`config.mk`:
```
export PLATFORM = sky130hd
export DESIGN_NAME = ecc4_fix_seq
export DESIGN_NICKNAME = d
export VERILOG_FILES = /design/src/rtl/ecc4_fix_pkg.sv /design/src/rtl/ecc4_code_unpack.sv /design/src/rtl/ecc4_prewait_timer.sv /design/src/rtl/ecc4_err_decode.sv /design/src/rtl/ecc4_fix_seq.sv
export SDC_FILE = /design/constraint.sdc
export NUM_CORES = 1
export LEC_CHECK = 0
export ABC_AREA = 0
export BUFFER_PORTS_ARGS = -buffer_cell sky130_fd_sc_hd__buf_2
export CORE_AREA = 8 8 106 108
export CTS_CLUSTER_DIAMETER = 60
export DETAILED_ROUTE_END_ITERATION = 12
export DIE_AREA = 0 0 114 116
export MAX_ROUTING_LAYER = met4
export PLACE_DENSITY = 0.91
export SYNTH_ARGS = -nofsm -noshare
export SYNTH_HDL_FRONTEND = slang
export SYNTH_SLANG_ARGS = --single-unit
```
`constraint.sdc`:
```
create_clock -name clk -period 2.9 [get_ports clk]
set_input_delay 0.145 -clock clk [delete_from_list [all_inputs] [get_ports clk]]
set_output_delay 0.145 -clock clk [all_outputs]
set_load 0.02 [all_outputs]
```
`src/rtl/ecc4_fix_pkg.sv`:
```
package ecc4_fix_pkg;

   localparam int REG_W      = 32;
   localparam int SYN_WORDS  = 4;
   localparam int ERR_MAX    = 4;
   localparam int ST_LSB     = 8;
   localparam int ST_W       = 4;
   localparam int NERR_LSB   = 16;
   localparam int HALF_LSB   = 16;
   localparam int MASK_W     = 8;

   localparam logic [2:0] RSEL_ADDR_LO = 3'd4;
   localparam logic [2:0] RSEL_ADDR_HI = 3'd5;
   localparam logic [2:0] RSEL_VAL_LO  = 3'd6;
   localparam logic [2:0] RSEL_VAL_HI  = 3'd7;

   typedef enum logic [1:0] {
      FIX_ERASED  = 2'd0,
      FIX_CLEAN   = 2'd1,
      FIX_REPAIRED= 2'd2,
      FIX_FAILED  = 2'd3
   } fix_result_e;

   typedef enum logic [3:0] {
      SQ_IDLE,
      SQ_LOAD,
      SQ_SYN,
      SQ_JUDGE,
      SQ_FLUSH,
      SQ_KICK,
      SQ_HOLD,
      SQ_POLL,
      SQ_TAIL,
      SQ_GET_ADDR,
      SQ_GET_VAL,
      SQ_EMIT,
      SQ_DONE
   } seq_state_e;

endpackage

```
`src/rtl/ecc4_code_unpack.sv`:
```
module ecc4_code_unpack #(
   parameter int CODE_W    = 10,
   parameter int NUM_CODES = 8
) (
   input  logic [CODE_W*NUM_CODES-1:0]           packed_code,
   output logic [NUM_CODES-1:0][CODE_W-1:0]      codes,
   output logic                                  all_ones
);

   for (genvar k = 0; k < NUM_CODES; k++) begin : g_slice
      assign codes[k] = packed_code[k*CODE_W +: CODE_W];
   end

   assign all_ones = &packed_code;

endmodule

```
`src/rtl/ecc4_prewait_timer.sv`:
```
module ecc4_prewait_timer #(
   parameter int CYCLES = 10000
) (
   input  logic clk,
   input  logic rst_n,
   input  logic clear,
   input  logic run,
   output logic expired
);

   if (CYCLES == 0) begin : g_none
      logic unused_tmr;
      assign unused_tmr = &{1'b0, clk, rst_n, clear, run};
      assign expired = 1'b1;
   end else begin : g_count
      localparam int CW = $clog2(CYCLES + 1);
      localparam logic [CW-1:0] LAST = CW'(CYCLES - 1);
      logic [CW-1:0] cnt;

      always_ff @(posedge clk) begin
         if (!rst_n)
            cnt <= '0;
         else if (clear)
            cnt <= '0;
         else if (run && !expired)
            cnt <= cnt + 1'b1;
      end

      assign expired = (cnt >= LAST);
   end

endmodule

```
`src/rtl/ecc4_err_decode.sv`:
```
module ecc4_err_decode
   import ecc4_fix_pkg::*;
#(
   parameter int SECTOR_BYTES = 512,
   parameter int ADDR_W       = 10,
   localparam int OFS_W       = $clog2(SECTOR_BYTES)
) (
   input  logic [REG_W-1:0]  addr_word,
   input  logic [REG_W-1:0]  val_word,
   input  logic              upper,
   output logic [OFS_W-1:0]  offset,
   output logic [MASK_W-1:0] mask,
   output logic              in_range
);

   localparam int DW = ADDR_W + 1;
   localparam logic [DW-1:0] BIAS  = DW'(SECTOR_BYTES + 7);
   localparam logic [DW-1:0] LIMIT = DW'(SECTOR_BYTES);

   logic [ADDR_W-1:0] raw_addr;
   logic [DW-1:0]     diff;
   logic              unused_bits;

   assign raw_addr = upper ? addr_word[HALF_LSB +: ADDR_W] : addr_word[0 +: ADDR_W];
   assign mask     = upper ? val_word[HALF_LSB +: MASK_W]  : val_word[0 +: MASK_W];
   assign diff     = BIAS - {1'b0, raw_addr};
   assign in_range = !diff[DW-1] && (diff < LIMIT);
   assign offset   = diff[OFS_W-1:0];

   assign unused_bits = ^{addr_word[REG_W-1:HALF_LSB+ADDR_W], addr_word[HALF_LSB-1:ADDR_W],
                          val_word[REG_W-1:HALF_LSB+MASK_W], val_word[HALF_LSB-1:MASK_W]};

endmodule

```
`src/rtl/ecc4_fix_seq.sv`:
```
module ecc4_fix_seq
   import ecc4_fix_pkg::*;
#(
   parameter int SECTOR_BYTES   = 512,
   parameter int CODE_W         = 10,
   parameter int NUM_CODES      = 8,
   parameter int PREWAIT_CYCLES = 10000
) (
   input  logic                            clk,
   input  logic                            rst_n,
   input  logic                            start,
   input  logic [CODE_W*NUM_CODES-1:0]     stored_code,
   output logic                            eng_load_en,
   output logic [CODE_W-1:0]               eng_load_data,
   output logic                            eng_rd_en,
   output logic [2:0]                      eng_rd_sel,
   input  logic [31:0]                     eng_rd_data,
   output logic                            eng_calc_start,
   input  logic [31:0]                     eng_status,
   output logic                            fix_valid,
   input  logic                            fix_ready,
   output logic [$clog2(SECTOR_BYTES)-1:0] fix_offset,
   output logic [7:0]                      fix_mask,
   output logic                            done,
   output logic [1:0]                      done_status,
   output logic [2:0]                      done_count
);

   localparam int STORE_W = CODE_W * NUM_CODES;
   localparam int IDX_W   = $clog2(NUM_CODES);
   localparam int SYN_IW  = $clog2(SYN_WORDS);
   localparam int CNT_W   = $clog2(ERR_MAX + 1);
   localparam logic [IDX_W-1:0] TOP_IDX = IDX_W'(NUM_CODES - 1);

   if (STORE_W % 8 != 0) begin : g_bad_bytes
      $error("stored code must be a whole number of bytes");
   end
   if (SECTOR_BYTES + 7 >= (1 << CODE_W)) begin : g_bad_bias
      $error("sector too large for the engine address width");
   end
   if (CNT_W != 3) begin : g_bad_cnt
      $error("done_count width does not match the error limit");
   end

   seq_state_e                    state;
   logic [NUM_CODES-1:0][CODE_W-1:0] codes;
   logic                          erased;
   logic [IDX_W-1:0]              load_idx;
   logic [SYN_IW-1:0]             syn_idx;
   logic                          syn_hit;
   logic [CNT_W-1:0]              err_total;
   logic [1:0]                    err_idx;
   logic [REG_W-1:0]              addr_q;
   logic [REG_W-1:0]              val_q;
   logic [CNT_W-1:0]              fix_cnt;
   fix_result_e                   result_q;
   logic                          timer_expired;
   logic                          dec_in_range;
   logic [ST_W-1:0]               eng_state;
   logic [1:0]                    eng_nerr;
   logic                          unused_status;

   assign eng_state = eng_status[ST_LSB +: ST_W];
   assign eng_nerr  = eng_status[NERR_LSB +: 2];
   assign unused_status = ^{eng_status[31:NERR_LSB+2], eng_status[NERR_LSB-1:ST_LSB+ST_W],
                            eng_status[ST_LSB-1:0]};

   ecc4_code_unpack #(
      .CODE_W    (CODE_W),
      .NUM_CODES (NUM_CODES)
   ) u_unpack (
      .packed_code (stored_code),
      .codes       (codes),
      .all_ones    (erased)
   );

   ecc4_prewait_timer #(
      .CYCLES (PREWAIT_CYCLES)
   ) u_timer (
      .clk     (clk),
      .rst_n   (rst_n),
      .clear   (state == SQ_KICK),
      .run     (state == SQ_HOLD),
      .expired (timer_expired)
   );

   ecc4_err_decode #(
      .SECTOR_BYTES (SECTOR_BYTES),
      .ADDR_W       (CODE_W)
   ) u_decode (
      .addr_word (addr_q),
      .val_word  (val_q),
      .upper     (err_idx[0]),
      .offset    (fix_offset),
      .mask      (fix_mask),
      .in_range  (dec_in_range)
   );

   always_ff @(posedge clk) begin
      if (!rst_n) begin
         state     <= SQ_IDLE;
         load_idx  <= '0;
         syn_idx   <= '0;
         syn_hit   <= 1'b0;
         err_total <= '0;
         err_idx   <= '0;
         addr_q    <= '0;
         val_q     <= '0;
         fix_cnt   <= '0;
         result_q  <= FIX_CLEAN;
      end else begin
         case (state)
            SQ_IDLE: begin
               if (start) begin
                  fix_cnt <= '0;
                  if (erased) begin
                     result_q <= FIX_ERASED;
                     state    <= SQ_DONE;
                  end else begin
                     load_idx <= TOP_IDX;
                     state    <= SQ_LOAD;
                  end
               end
            end
            SQ_LOAD: begin
               if (load_idx == '0) begin
                  syn_idx <= '0;
                  syn_hit <= 1'b0;
                  state   <= SQ_SYN;
               end else begin
                  load_idx <= load_idx - 1'b1;
               end
            end
            SQ_SYN: begin
               syn_hit <= syn_hit | (|eng_rd_data);
               if (syn_idx == SYN_IW'(SYN_WORDS - 1))
                  state <= SQ_JUDGE;
               else
                  syn_idx <= syn_idx + 1'b1;
            end
            SQ_JUDGE: begin
               if (syn_hit) begin
                  state <= SQ_FLUSH;
               end else begin
                  result_q <= FIX_CLEAN;
                  state    <= SQ_DONE;
               end
            end
            SQ_FLUSH: state <= SQ_KICK;
            SQ_KICK:  state <= SQ_HOLD;
            SQ_HOLD: begin
               if (eng_state >= 4'd4 || timer_expired)
                  state <= SQ_POLL;
            end
            SQ_POLL: begin
               case (eng_state)
                  4'd0: begin
                     result_q <= FIX_CLEAN;
                     state    <= SQ_TAIL;
                  end
                  4'd1: begin
                     result_q <= FIX_FAILED;
                     state    <= SQ_TAIL;
                  end
                  4'd2, 4'd3: begin
                     err_total <= CNT_W'(eng_nerr) + 1'b1;
                     err_idx   <= '0;
                     state     <= SQ_GET_ADDR;
                  end
                  default: state <= SQ_POLL;
               endcase
            end
            SQ_TAIL: state <= SQ_DONE;
            SQ_GET_ADDR: begin
               addr_q <= eng_rd_data;
               state  <= SQ_GET_VAL;
            end
            SQ_GET_VAL: begin
               val_q <= eng_rd_data;
               state <= SQ_EMIT;
            end
            SQ_EMIT: begin
               if (!dec_in_range || fix_ready) begin
                  if (dec_in_range)
                     fix_cnt <= fix_cnt + 1'b1;
                  if ({1'b0, err_idx} == err_total - 1'b1) begin
                     result_q <= FIX_REPAIRED;
                     state    <= SQ_DONE;
                  end else begin
                     err_idx <= err_idx + 1'b1;
                     state   <= SQ_GET_ADDR;
                  end
               end
            end
            SQ_DONE: state <= SQ_IDLE;
            default: state <= SQ_IDLE;
         endcase
      end
   end

   always_comb begin
      eng_rd_en  = 1'b0;
      eng_rd_sel = 3'd0;
      case (state)
         SQ_SYN: begin
            eng_rd_en  = 1'b1;
            eng_rd_sel = {1'b0, syn_idx};
         end
         SQ_FLUSH: begin
            eng_rd_en  = 1'b1;
            eng_rd_sel = RSEL_ADDR_LO;
         end
         SQ_TAIL: begin
            eng_rd_en  = 1'b1;
            eng_rd_sel = RSEL_VAL_LO;
         end
         SQ_GET_ADDR: begin
            eng_rd_en  = 1'b1;
            eng_rd_sel = err_idx[1] ? RSEL_ADDR_HI : RSEL_ADDR_LO;
         end
         SQ_GET_VAL: begin
            eng_rd_en  = 1'b1;
            eng_rd_sel = err_idx[1] ? RSEL_VAL_HI : RSEL_VAL_LO;
         end
         default: ;
      endcase
   end

   assign eng_load_en    = (state == SQ_LOAD);
   assign eng_load_data  = codes[load_idx];
   assign eng_calc_start = (state == SQ_KICK);
   assign fix_valid      = (state == SQ_EMIT) && dec_in_range;
   assign done           = (state == SQ_DONE);
   assign done_status    = result_q;
   assign done_count     = fix_cnt;

endmodule

```
==> flow_metrics.env <==
export IMPL_status="complete, no violations"
export IMPL_final_nets=865
export IMPL_rsz0062_at_grt="no"
export IMPL_path_class="reg2reg"
export IMPL_grt_start_max_net_pins=46
export IMPL_ys_flop_type="dfxtp_1"
export IMPL_fp_dieW_um=114
export IMPL_ys_seq_area_frac=0.310
export IMPL_fin_skew_ns=0.00961
export IMPL_crit_path_max_fanout=15
export IMPL_post_synth_instance_area_um2=4510
export IMPL_portBuffers=161
export IMPL_layoutNonFillerInstCount=847
export IMPL_clock_path_buffers=2
export IMPL_clk_latency_ns=0.37
export IMPL_ys_ff_latch=70
export IMPL_cts_buffers=9
export IMPL_grt_ovfl_total=0
export IMPL_gp_congestion=0.994
export IMPL_cts_root_buf="clkbuf_8"
export IMPL_ant_nets=0
export IMPL_crit_required_ns=3.16
export IMPL_synthArstFlopShare=0
export IMPL_antenna_cells=0
export IMPL_fin_util=0.591
export IMPL_netlist_cell_type_count=55
export IMPL_vdd_drop_max_mv=0.348
export IMPL_syn_nets=710
export IMPL_via_count=5049
export IMPL_core_area_um2=9550
export IMPL_ys_warn_count=0
export IMPL_p_leak_nw=2.17
export IMPL_synth_edf_count=0
export IMPL_crit_arrival_ns=2.67
export IMPL_grt_pass1_wl_um=24400
export IMPL_clock_sinks=70
export IMPL_detail_route_wl_per_cell_um=17.9
export IMPL_final_period_utilization=0.831
export IMPL_firstDrtPassIters=5
export IMPL_finalHoldViolations=0
export IMPL_fmax_ghz=0.415
export IMPL_setup_viol=0
export IMPL_dp_hpwl_um=12000
export IMPL_slew_headroom=0.576
export IMPL_ios=188
export IMPL_clkSlewWorstSetupHoldPaths_ns=0.09
export IMPL_vias_per_cell=5.96
export IMPL_min_path_type="in2reg"
export IMPL_layout_min_cycle_time_ns=2.41
export IMPL_core_rowCount=36
export IMPL_die_y_um=116
export IMPL_drtIter0Drc=500
export IMPL_track_usage=0.233
export IMPL_fin_setup_tns_ns=0
export IMPL_cts_setup_buffers=0
export IMPL_p_per_area_nw_per_um2=547
export IMPL_dpl_cell_count=830
export IMPL_worstSetupStartpointType="flop"
export IMPL_drc=0
export IMPL_worst_pin_slew_ns=0.632
export IMPL_syn2layout_area_growth_pct=25.1
export IMPL_detail_route_wirelength_um=15200
export IMPL_grt_antenna_before_repair=0
export IMPL_cts_tree="built"
export IMPL_avgSynthCellArea_um2=8.15
export IMPL_critical_path_endpoint_type="flop"
export IMPL_maxCapViolCount=0
export IMPL_die_area_um2=13200
export IMPL_finalMaxSlewViolations=0
export IMPL_post_cts_resized=0
export IMPL_synthCells=554
export IMPL_grt_pass1_vias=4984
export IMPL_start_util=0.473
export IMPL_cts_max_level=3
export IMPL_drive_above_1_share=0.326
==> state kept, by name (all words and copies together), names as in the netlist <==
name / cells
err_total: 3
val_q: 16
done_count: 3
done_status: 2
u_timer.g_count.cnt: 14
err_idx: 2
syn_idx: 2
state: 4
syn_hit: 1
addr_q: 20
load_idx: 3
==> cells by family (layout without fill, tap and decap cells) <==
group                    after synthesis  after routing  share of synthesized area
AND/OR/NAND/NOR                      269            269                      0.294
AO/OA/AOI/OAI                         95             95                      0.127
flip-flops                            70             70                      0.310
multiplexers                          50             50                      0.171
buffers and inverters                 43            203                     0.0385
XOR/XNOR                              19             19                     0.0369
adder cells (fa/ha/maj)                8              8                     0.0222
==> layer usage <==
layer,track usage,vias to the layer above,wire length [um]
met3,0.0573,32,1500
met1,0.268,2341,5960
li1,-,2390,-
met5,-,-,0
met4,0.0816,0,324
met2,0.389,286,7410
==> area by class of cell <==
class,count,area [um^2]
clock inverter,7,61.3
tap,133,166
clock buffer,9,124
inverter,13,48.8
fill,834,3900
sequential,70,1400
timing repair buffer,174,906
multi-input combinational,441,2940
==> worst max-delay path: stages, from the launching register on <==
cell and delay [ns]:
dfxtp_1 0.52, buf_4 0.32, nor3b_1 0.21, a22o_1 0.19, a21oi_1 0.11, or4_1 0.55
and3_1 0.24, o21a_1 0.16
==> final timing paths <==
kind | startpoint | to | slack, ns | cells past startpoint
max | err_idx[0] | done_count[0] | 0.49 | 7
min | eng_rd_data[22] | val_q[22] | 0.03 | 3
min reg2reg | val_q[21] | val_q[21] | 0.46 | 2
max reg2reg | err_idx[0] | done_count[0] | 0.49 | 7
==> power breakdown <==
part / switching, W / internal, W / total (W)
Sequential: 0.0000952 / 0.00101 / 0.00110
Clock: 0.000422 / 0.000328 / 0.000750
Combinational: 0.000674 / 0.000564 / 0.00124
==> cell usage after synthesis, types with 3 or more instances <==
library cell  count  area (um^2)
nand2b_1          5         31.3
a211oi_1          3         22.5
ha_1              8          100
nand2_1          94          353
nor3b_1           3         22.5
nand4_1          46          288
and3_1            6         37.5
o211ai_1          3         22.5
mux2i_1          12          120
or4_1             3         22.5
dfxtp_1          70         1400
o21a_1            3         22.5
nor4_1           21          131
nor2_1           41          154
o21ai_0          16         80.1
mux4_2           20          450
inv_1            12         45.0
nor3_1           21          105
a21oi_1          50          250
mux2_2           18          203
clkbuf_1         22         82.6
xnor2_1          12          105
buf_2             4         20.0
buf_1             3         11.3
nand3_1          15         75.1
or3_1             3         18.8
xor2_1            7         61.3
==> timing repair <==
action	CTS	global route
endpoints found under the setup margin	0	0
endpoints found under the hold margin	1	0
hold buffers	1	0
==> layout by cell type (no fill, tap or decap), types with 15 or more instances in the layout <==
cell type,synthesis,final
nand3_1,15,15
nand2_1,94,94
dfxtp_1,70,70
o21ai_0,16,16
nor4_1,21,21
buf_2,4,161
a21oi_1,50,50
nand4_1,46,46
nor3_1,21,21
nor2_1,41,41
mux2_2,18,18
mux4_2,20,20
==> metrics by stage <==
| stage | area (um^2) | total power, W | setup slack, ns | hold slack, ns |
|---|---|---|---|---|
| 2_1_floorplan | 4510 | 0.00194 | 0.371 | 0.241 |
| 3_3_place_gp | 5450 | 0.00233 | 0.550 | 0.355 |
| 3_5_place_dp | 5450 | 0.00234 | 0.501 | 0.362 |
| 4_1_cts | 5650 | 0.00308 | 0.496 | 0.0245 |
| 5_1_grt | 5650 | 0.00324 | 0.318 | 0.0167 |
| 6_report | 5650 | 0.00309 | 0.490 | 0.0284 |
Power figures use the tool's default switching activity.
